<file path="config.mk">
export PLATFORM = sky130hd
export DESIGN_NAME = rstgate_ctrl
export DESIGN_NICKNAME = d
export VERILOG_FILES = /design/src/rtl/rstgate_pkg.sv /design/src/rtl/rstgate_wsel.sv /design/src/rtl/rstgate_next.sv /design/src/rtl/rstgate_settle.sv /design/src/rtl/rstgate_ctrl.sv
export SDC_FILE = /design/constraint.sdc
export NUM_CORES = 1
export LEC_CHECK = 0
export BUFFER_PORTS_ARGS = -buffer_cell sky130_fd_sc_hd__buf_2
export CAP_MARGIN = 30
export CORE_ASPECT_RATIO = 1.2
export CORE_UTILIZATION = 35
export CTS_CLUSTER_DIAMETER = 80
export DETAILED_ROUTE_END_ITERATION = 10
export PLACE_DENSITY_LB_ADDON = 0.08
export SLEW_MARGIN = 25
export SYNTH_ARGS = -nofsm -noshare
export SYNTH_HDL_FRONTEND = slang
export SYNTH_SLANG_ARGS = --single-unit
</file>
<file path="constraint.sdc">
create_clock -name clk -period 1.38 [get_ports clk]
set_clock_uncertainty 0.15 [all_clocks]
set_input_delay 0.138 -clock clk [delete_from_list [all_inputs] [get_ports clk]]
set_output_delay 0.138 -clock clk [all_outputs]
set_load 0.02 [all_outputs]
</file>
<file path="src/rtl/rstgate_pkg.sv">
package rstgate_pkg;
  localparam int WORD_W   = 32;
  localparam int HOLD_BIT = 31;
  localparam int GATE_BIT = 30;

  typedef enum logic [1:0] {
    WK_NONE  = 2'd0,
    WK_PLAIN = 2'd1,
    WK_SET   = 2'd2,
    WK_CLR   = 2'd3
  } wkind_e;
endpackage

</file>
<file path="src/rtl/rstgate_wsel.sv">
// Resolves the three write strobes into one write kind (plain > set > clear).
module rstgate_wsel
  import rstgate_pkg::*;
(
  input  logic   wr_plain,
  input  logic   wr_set,
  input  logic   wr_clr,
  output wkind_e kind
);
  always_comb begin
    if (wr_plain)    kind = WK_PLAIN;
    else if (wr_set) kind = WK_SET;
    else if (wr_clr) kind = WK_CLR;
    else             kind = WK_NONE;
  end
endmodule

</file>
<file path="src/rtl/rstgate_next.sv">
// Next-state of the control word: software update, then hardware clock-stop set.
module rstgate_next
  import rstgate_pkg::*;
#(
  parameter int W = WORD_W
) (
  input  wkind_e       kind,
  input  logic [W-1:0] wdata,
  input  logic [W-1:0] cur,
  input  logic         settled,
  output logic [W-1:0] nxt,
  output logic         upd
);
  logic [W-1:0] sw_word;

  always_comb begin
    unique case (kind)
      WK_PLAIN: sw_word = wdata;
      WK_SET:   sw_word = cur | wdata;
      WK_CLR:   sw_word = cur & ~wdata;
      default:  sw_word = cur;
    endcase
    nxt = sw_word;
    if (settled) nxt[GATE_BIT] = 1'b1;
    upd = (kind != WK_NONE) || (settled && !cur[GATE_BIT]);
  end
endmodule

</file>
<file path="src/rtl/rstgate_settle.sv">
// Shift pipeline giving the reset request's settled readback.
module rstgate_settle #(
  parameter int STAGES = 3
) (
  input  logic clk,
  input  logic rst_n,
  input  logic d,
  output logic q
);
  logic [STAGES-1:0] stg_q;
  logic [STAGES-1:0] stg_d;

  generate
    if (STAGES == 1) begin : g_one
      always_comb stg_d = d;
    end else begin : g_many
      always_comb stg_d = {stg_q[STAGES-2:0], d};
    end
  endgenerate

  always_ff @(posedge clk or negedge rst_n) begin
    if (!rst_n) stg_q <= '1;
    else        stg_q <= stg_d;
  end

  assign q = stg_q[STAGES-1];
endmodule

</file>
<file path="src/rtl/rstgate_ctrl.sv">
// Top: soft-reset / clock-stop control word with plain, set and clear writes.
module rstgate_ctrl
  import rstgate_pkg::*;
#(
  parameter int SETTLE = 3
) (
  input  logic              clk,
  input  logic              rst_n,
  input  logic              wr_plain,
  input  logic              wr_set,
  input  logic              wr_clr,
  input  logic [WORD_W-1:0] wdata,
  output logic [WORD_W-1:0] rdata,
  output logic              mod_rst,
  output logic              mod_clk_en
);
  localparam logic [WORD_W-1:0] RESET_WORD =
    (WORD_W'(1) << HOLD_BIT) | (WORD_W'(1) << GATE_BIT);

  wkind_e            kind;
  logic [WORD_W-1:0] word_q;
  logic [WORD_W-1:0] word_d;
  logic              word_en;
  logic              settled;

  rstgate_wsel u_wsel (
    .wr_plain (wr_plain),
    .wr_set   (wr_set),
    .wr_clr   (wr_clr),
    .kind     (kind)
  );

  rstgate_next #(.W(WORD_W)) u_next (
    .kind    (kind),
    .wdata   (wdata),
    .cur     (word_q),
    .settled (settled),
    .nxt     (word_d),
    .upd     (word_en)
  );

  rstgate_settle #(.STAGES(SETTLE)) u_settle (
    .clk   (clk),
    .rst_n (rst_n),
    .d     (word_q[HOLD_BIT]),
    .q     (settled)
  );

  always_ff @(posedge clk or negedge rst_n) begin
    if (!rst_n)       word_q <= RESET_WORD;
    else if (word_en) word_q <= word_d;
  end

  always_comb begin
    rdata           = word_q;
    rdata[HOLD_BIT] = settled;
  end

  assign mod_rst    = word_q[HOLD_BIT];
  assign mod_clk_en = ~word_q[GATE_BIT];
endmodule

</file>
==> flow_summary.toml, run 1 <==
[cts]
clk_latency_ps = 270
cts.sinks = 35
htree_num_levels = 2
clkTransAtPathRegs_ps = 60
cts_buffer_depth = 2
cts-buffers-inserted = 5
cts_setup_buffers = 0
root_buffer = "clkbuf_8"
cts_tree = "built"

[logic_synthesis]
synth_edf_count = 0
synth.top_cells.by_count = "a22o_1 (31), mux2i_1 (31), dfrtp_1 (30)"
syn_nets = 150
synth_top_area_share_pct = 47.8
synth_flop_cell = "dfrtp_1"
yosys.area.top_type = "dfrtp_1"
async_flop_share_pct = 100
syn_area_per_cell_sq_um = 13.9
ys_top_cells_by_area = "dfrtp_1 (48%), mux2i_1 (20%), a22o_1 (17%), dfstp_2 (8.4%), buf_6 (2.9%)"
syn-instance-count = 113
synth-seq-cells = 35
seq_area_frac_synth_pct = 56.2
synth_area_sq_um = 1570
yosysWarnings = 0
ys_types = 12

[route]
routed_via_density = 4.80
num_vias = 1329
routedWlPerCell_um = 13.8
final_antenna_net_count = 0
drc = 0
wirelength_mm = 3.83
first_pass_iters = 4
drt_iter0_drc = 54

[die]
die_h_um = 75.3
core_area_sq_um = 4290
core.rowCount = 26
die_w_um = 63.1
die_area_sq_um = 4760
io_pins = 71
initial_core_util_pct = 36.5

[sta]
period_share_pct = 93.6
setup_ws_ps = 88.7
max_slew_margin_pct = 78.0
rsz0062_at_grt = "false"
worst_pin_slew_ps = 330
tns_ps = 0
fin_crit_ps = 1290
finalSetupViolCount = 0
maxSlewViolCount = 0
hold_violations = 0
fmax_ghz = 0.774

[grt]
grt_pass1_wl_mm = 6.21
track_usage_pct = 17.5
grt_max_degree = 33
grt-ovfl-total = 0
grt_pass1_vias = 1293
antenna_found_initial = 0

[final_layout]
antenna_cells = 0
fin_nets = 257
synthToLayoutAreaGrowth_pct = 52.0
nFillCells = 414
drive_above_1_share_pct = 39.8

[power]
ir_drop_mv = 0.602
p_leak_uw = 0.00120
power.density_nw_per_um2 = 1050

[setup_path]
r2r_start = "word_q[30]$_DFFE_PN1P_"
critPathMaxFanout = 3
rrSetupSlack_ps = 320
ff2ff_path_depth = 2
worstPathArrival_ps = 1000
reg2reg_to = "word_q[30]$_DFFE_PN1P_"
endpoint = "mod_clk_en"
cp.required_ps = 1090
startpoint = "word_q[30]$_DFFE_PN1P_"
path_class = "reg -> out"
end_kind = "output pin"
start_kind = "register"

[placed_design]
gp_congestion = 0.667
dp_slack_ps = 175
port_buffers = 70
dp_hpwl_mm = 2.62

[run_status]
status = "finished clean"

[job]
drv_cap = 0

[min_path]
hold_path_class = "in -> reg"
-- per-stage QoR --
stage               hold WS (ps)  utilization [%]  power (uW)  instance area (sq um)  cells
finish                       119             55.5        2510                   2380    277
global route                 160             55.5        2650                   2380    277
CTS                          114             55.5        2560                   2380    277
detailed placement         -15.3             46.0        1780                   1970    236
global placement           -19.2             46.0        1770                   1970    236
floorplan                   -308                -        1540                   1570    113
-- worst min path at each step --
| stage | start | to | slack (ps) | cells after the start |
|---|---|---|---|---|
| after CTS | wr_set | word_q[30]$_DFFE_PN1P_ | 110 | 3 |
| after global placement | rst_n | word_q[1]$_DFFE_PN0P_ | -20 | 2 |
| after global routing | wr_set | word_q[30]$_DFFE_PN1P_ | 160 | 3 |
| final | wr_set | word_q[30]$_DFFE_PN1P_ | 120 | 3 |
| after detailed placement | rst_n | word_q[1]$_DFFE_PN0P_ | -20 | 2 |
| after floorplan | rst_n | word_q[0]$_DFFE_PN0P_ | -310 | 0 |
-- registers in the layout, indices dropped and copies added (netlist names) --
| signal | count |
|---|---|
| u_settle.stg_q | 3 |
| word_q | 32 |
-- cells by family after synthesis --
group                  count (synthesis)  synth area share (%)
flip-flops                            35                  56.2
AO/OA/AOI/OAI                         32                  17.9
multiplexers                          31                  19.8
buffers and inverters                 12                  5.02
AND/OR/NAND/NOR                        3                  1.04
-- layout make-up --
cell class	count	area, sq um	area share (%)
Sequential cell	35	882	37.0
Inverter	1	3.75	0.157
Clock buffer	8	80.1	3.36
Multi-Input combinational cell	66	608	25.5
Timing Repair Buffer	111	741	31.1
Tap cell	56	70.1	2.94
-- what timing repair did --
item | CTS | global route
endpoints found under the setup margin | 0 | 0
gates resized for setup | 0 | 0
hold endpoints to repair | 67 | 0
hold buffers | 33 | 0
-- routing by layer --
metal  part of all wire (%)  vias up  track usage (%)  wire, um
li1                       -      640                -         -
met1                     45      636             23.2      1740
met2                     48       48             28.0      1830
met3                    5.2        5             4.19       198
met4                    1.5        0             6.98        57
met5                      0        -                0         0
-- report_power, final --
part | leakage (uW) | switching [uW] | total, uW | internal, uW
Clock | 0.0000395 | 327 | 685 | 358
Sequential | 0.000395 | 59.1 | 1200 | 1140
Combinational | 0.000766 | 327 | 624 | 297
-- cells in the final DEF, fill, tap and decap left out --
cell type | Yosys | layout
dlygate4sd3_1 | 0 | 33
a221o_1 | 1 | 1
nor2b_1 | 1 | 1
dfrtp_1 | 30 | 30
inv_1 | 1 | 1
buf_4 | 1 | 8
nand2_1 | 1 | 1
clkbuf_8 | 0 | 5
mux2i_1 | 31 | 31
buf_2 | 0 | 70
dfstp_2 | 5 | 5
a22o_1 | 31 | 31
clkbuf_1 | 6 | 3
or2_1 | 1 | 1
-- worst max-delay path: stages, from the launching register on --
cell     delay, ps
dfstp_2        540
inv_1           40
buf_2          150
(Power assumes the default switching activity.)
==> inputs of run 2 (changes only) <==
- GPL_ROUTABILITY_DRIVEN: not set -> 1
- RECOVER_POWER: not set -> 100
- SYNTH_HIERARCHICAL: not set -> 1
==> flow_summary.toml, run 2 <==
[logic_synthesis]
syn-instance-count = 222
synth_area_sq_um = 2380
yosys.area.top_type = "dfrtp_1"
yosysMostFrequentCell = "inv_1"
synth_top_area_share_pct = 31.5
synth_edf_count = 0
synth_flop_cell = "dfrtp_1"
synth.top_cells.by_count = "inv_1 (34), xnor2_1 (32), a22oi_1 (31)"
seq_area_frac_synth_pct = 37.0
syn_area_per_cell_sq_um = 10.7
ys_top_cells_by_area = "dfrtp_1 (32%), mux2_4 (19%), xnor2_1 (12%), a22oi_1 (9.8%), dfstp_2 (5.5%)"
syn_nets = 259
yosysWarnings = 6
async_flop_share_pct = 100
synth-seq-cells = 35
ys_types = 19

[setup_path]
critPathMaxFanout = 5
cp_slowest_stage_delay_ps = 540
cp_cell_sequence = "inv_2, o21ai_4, buf_6, buf_12, mux2_4"
crit_family = "flip-flops"
startpoint = "u_settle/stg_q[2]$_DFF_PN1_"
start_kind = "register"
reg2reg_to = "word_q[23]$_DFFE_PN0P_"
cp_slowest_cell = "dfstp_2"
rrSetupSlack_ps = -210
ff2ff_path_depth = 5
cp.required_ps = 1400
worstPathArrival_ps = 1620
r2r_start = "u_settle/stg_q[2]$_DFF_PN1_"
end_kind = "register"
path_class = "reg -> reg"
cp_num_buf_inv = 3

[route]
drc = 0
drt_iter0_drc = 40
wirelength_mm = 5.15
num_vias = 1802
routed_via_density = 4.69
routedWlPerCell_um = 13.4
first_pass_iters = 4
final_antenna_net_count = 0

[cts]
cts_tree = "built"
clkTransAtPathRegs_ps = 70
cts-buffers-inserted = 5
root_buffer = "clkbuf_8"
cts.sinks = 35
htree_num_levels = 2
clk_latency_ps = 280
cts_buffer_depth = 2

[final_layout]
register_area_sq_um = 882
top_register = "word_q"
largest_register_ffs = 32
multi_input_area_sq_um = 1210
fin_cells = 384
final_cell_mix = "buf_2 (35), inv_1 (32), xnor2_1 (32), mux2_4 (31), a22oi_1 (31)"
nFillCells = 650
final_common_cell = "buf_2"
drive_above_1_share_pct = 36.1
fin_nets = 335
largestRegisters = "word_q: 32 flops, u_settle/stg_q: 3 flops"
synthToLayoutAreaGrowth_pct = 28.3
antenna_cells = 0
utilization_pct = 47.1
design_area_sq_um = 3060

[placed_design]
placed_area_sq_um = 2850
dp_hpwl_mm = 3.41
gp_congestion = 0.712
port_buffers = 70
dp_cells = 368

[sta]
fin_crit_ps = 1590
rsz0062_at_grt = "true"
max_slew_margin_pct = 70.5
tns_ps = -6310
period_share_pct = 116
fmax_ghz = 0.627
hold_violations = 0
maxSlewViolCount = 0
finalSetupViolCount = 33
setup_ws_ps = -215
worst_pin_slew_ps = 443

[job]
drv_cap = 0

[power]
p_leak_uw = 0.00147
power.density_nw_per_um2 = 1420
ir_drop_mv = 0.555
power_uw = 4330

[min_path]
hold_path_class = "in -> reg"
hold_depth = 4
whs_endpoint = "word_q[6]$_DFFE_PN0P_"
hp-start = "wdata[6]"

[die]
die_area_sq_um = 7140
core.rowCount = 32
io_pins = 71
die_w_um = 77.3
die_h_um = 92.4
core_area_sq_um = 6490
initial_core_util_pct = 36.7

[grt]
grt-ovfl-total = 0
antenna_found_initial = 0
grt_pass1_wl_mm = 8.43
track_usage_pct = 15.1
grt_pass1_vias = 1739
grt_max_degree = 43

[run_status]
status = "finished, violations left"
violations = "negative setup slack"
run 2: cell count changes in the layout (fill, tap and decap cells not counted), moves of 9 or more:
| cell | change |
|---|---|
| buf_2 | -35 |
| dlygate4sd3_1 | -32 |
| xnor2_1 | +32 |
| a22o_1 | -31 |
| a22oi_1 | +31 |
| inv_1 | +31 |
| mux2_4 | +31 |
| mux2i_1 | -31 |
| clkbuf_1 | +27 |
| o21ai_0 | +23 |
| o21ai_1 | +9 |
run 2: per-stage QoR:
step	hold WS, ps	worst slack (ps)
2_1_floorplan	-308	-171
3_3_place_gp	-51.2	-224
3_5_place_dp	-38.5	-257
4_1_cts	157	-219
5_1_grt	174	-272
6_report	156	-215
run 2: what timing repair did:
action,in CTS,in global routing
setup buffers,4,1
resized for setup,12,3
endpoints found under the setup margin,34,35
gates cloned,2,1
hold buffers,1,0
hold endpoints to repair,35,0
run 2: worst register-to-register path, cell delays in order, from the launching register on:
cell and delay, ps:
dfstp_2 540, inv_2 50, o21ai_4 160, buf_6 170, buf_12 130, mux2_4 300
run 2: layout make-up:
class,count,share of cell area [%]
multi-input combinational,134,39.7
sequential,35,28.9
timing repair buffer,88,19.9
inverter,34,4.18
tap,85,3.48
clock buffer,6,2.70
clock inverter,2,1.15
run 2: cells by family after synthesis:
group,count (synthesis),share of synthesized area (%)
buf+inv,53,13.3
compound gates,66,17.4
mux,32,19.9
flops,35,37.0
simple gates,4,0.630
xor+xnor,32,11.8
run 2: worst max-delay path by stage:
stage                                         to  cells past startpoint  slack, ps
after floorplan            word_q[0]$_DFFE_PN0P_                      9       -170
after global placement     word_q[5]$_DFFE_PN0P_                      7       -220
after detailed placement   word_q[2]$_DFFE_PN0P_                      7       -260
after CTS                  word_q[2]$_DFFE_PN0P_                      5       -220
after global routing      word_q[23]$_DFFE_PN0P_                      5       -270
final                     word_q[23]$_DFFE_PN0P_                      5       -210
run 2: power by group:
group / internal [uW] / total (uW) / switching [uW]
Clock: 585 / 971 / 386
Sequential: 1330 / 1560 / 230
Combinational: 899 / 1800 / 900
run 2: per-layer routing:
metal | track usage [%] | share of wire (%) | wire [um] | vias to the layer above
li1 | - | - | - | 906
met1 | 19.5 | 49 | 2540 | 843
met2 | 24.6 | 45 | 2330 | 47
met3 | 3.45 | 4.3 | 221 | 6
met4 | 5.19 | 1.2 | 63 | 0
met5 | 0 | 0 | 0 | -
==> inputs of run 3 (changes only) <==
- SETUP_SLACK_MARGIN: not set -> 0.15
==> flow_summary.toml, run 3 (same netlist as run 2, synthesis figures left out) <==
[run_status]
status = "finished, violations left"
violations = "negative setup slack"

[setup_path]
end_kind = "register"
ff2ff_path_depth = 5
start_kind = "register"
reg2reg_to = "word_q[23]$_DFFE_PN0P_"
r2r_start = "u_settle/stg_q[2]$_DFF_PN1_"
cp.required_ps = 1400
worstPathArrival_ps = 1620
path_class = "reg -> reg"
critPathMaxFanout = 5
rrSetupSlack_ps = -220

[final_layout]
final_common_cell = "buf_2"
drive_above_1_share_pct = 36.8
antenna_cells = 0
largest_register_ffs = 32
nFillCells = 647
final_cell_mix = "buf_2 (35), inv_1 (32), xnor2_1 (32), mux2_4 (31), a22oi_1 (31)"
synthToLayoutAreaGrowth_pct = 30.3
largestRegisters = "word_q: 32 flops, u_settle/stg_q: 3 flops"
fin_nets = 338
multi_input_area_sq_um = 1210
register_area_sq_um = 882
top_register = "word_q"
utilization_pct = 47.8

[power]
power_frac_seq_pct = 35.4
share_comb_of_total_power_pct = 42.4
p_int_uw = 2860
power.share.clock_pct = 22.1
p_sw_uw = 1530
p_leak_uw = 0.00149
power.density_nw_per_um2 = 1410
p_sw_share_pct = 34.8
ir_drop_mv = 0.554

[die]
die_w_um = 77.3
die_area_sq_um = 7140
initial_core_util_pct = 36.7
die_h_um = 92.4
core.rowCount = 32
core_area_sq_um = 6490
io_pins = 71

[sta]
max_slew_margin_pct = 70.4
rsz0062_at_grt = "true"
hold_violations = 0
fin_crit_ps = 1600
maxSlewViolCount = 0
finalSetupViolCount = 34
period_share_pct = 116
fmax_ghz = 0.627
setup_ws_ps = -216
worst_pin_slew_ps = 444

[grt]
grt_pass1_vias = 1755
grt_max_degree = 43
grt_pass1_wl_mm = 8.49
grt-ovfl-total = 0
antenna_found_initial = 0
track_usage_pct = 15.1

[route]
routed_via_density = 4.70
drc = 0
routedWlPerCell_um = 13.4
num_vias = 1820
drt_iter0_drc = 39
final_antenna_net_count = 0
first_pass_iters = 4
wirelength_mm = 5.17

[cts]
cts_tree = "built"
root_buffer = "clkbuf_8"
clkTransAtPathRegs_ps = 70
cts.sinks = 35
cts_buffer_depth = 2
clk_latency_ps = 280
htree_num_levels = 2
cts-buffers-inserted = 5

[placed_design]
gp_congestion = 0.712
port_buffers = 70
dp_slack_ps = -257
dp_hpwl_mm = 3.41

[min_path]
hp-start = "wdata[6]"
hold_path_class = "in -> reg"
whs_endpoint = "word_q[6]$_DFFE_PN0P_"
hold_depth = 4

[job]
drv_cap = 0
==> run 3: changes by cell type in the layout (fill, tap and decap cells not counted) <==
cell	before	now
buf_6	7	8
buf_4	3	4
buf_16	1	2
==> run 3: per-stage QoR <==
stage	setup TNS [ps]	cells	power, uW	instance area (sq um)	hold WS (ps)
final	-6490	387	4390	3100	157
after global routing	-8210	387	4650	3100	174
after CTS	-6070	385	4480	3120	157
after detailed placement	-7730	368	3320	2850	-38.5
after global placement	-6810	368	3290	2850	-51.2
after floorplan	-5190	222	2780	2400	-308
==> run 3: final cells by class <==
cell class | instances | area share, %
tap | 85 | 3.43
multi-input combinational | 134 | 39.1
inverter | 34 | 4.11
timing repair buffer | 91 | 21.1
clock buffer | 6 | 2.66
sequential | 35 | 28.4
clock inverter | 2 | 1.13
==> run 3: repair_timing <==
item                                    in CTS  in global routing
setup buffers                                6                  1
endpoints found under the setup margin      36                 36
hold endpoints to repair                    35                  0
pin swaps                                    0                  0
cloned                                       2                  1
hold buffers                                 1                  0
gates resized for setup                     16                  2
==> run 3: worst max-delay path, stage by stage (launching register included) <==
cell	delay [ps]
dfstp_2	540
inv_2	50
o21ai_4	160
buf_6	160
buf_12	130
mux2_4	290
==> run 3: power groups by stage <==
| stage | clock [uW] | combinational [uW] | sequential, uW |
|---|---|---|---|
| after floorplan | 0 | 942 | 1840 |
| after global placement | 0 | 1720 | 1570 |
| after detailed placement | 0 | 1760 | 1560 |
| after CTS | 1010 | 1920 | 1550 |
| after global routing | 1040 | 2020 | 1600 |
| final | 971 | 1860 | 1550 |
==> run 3: how the worst max path moves through the flow <==
| stage | from | to | slack [ps] | cells past startpoint |
|---|---|---|---|---|
| after floorplan | wr_clr | word_q[0]$_DFFE_PN0P_ | -170 | 9 |
| after global placement | wr_set | word_q[5]$_DFFE_PN0P_ | -220 | 7 |
| after detailed placement | wr_set | word_q[2]$_DFFE_PN0P_ | -260 | 7 |
| after CTS | u_settle/stg_q[2]$_DFF_PN1_ | word_q[2]$_DFFE_PN0P_ | -220 | 5 |
| after global routing | u_settle/stg_q[2]$_DFF_PN1_ | word_q[23]$_DFFE_PN0P_ | -270 | 5 |
| final | u_settle/stg_q[2]$_DFF_PN1_ | word_q[23]$_DFFE_PN0P_ | -220 | 5 |
==> run 3: layer usage <==
metal	global-route usage (%)	vias to the layer above	wire length, um
li1	-	911	-
met1	19.5	854	2540
met2	24.9	49	2340
met3	3.45	6	226
met4	5.19	0	63
met5	0	-	0
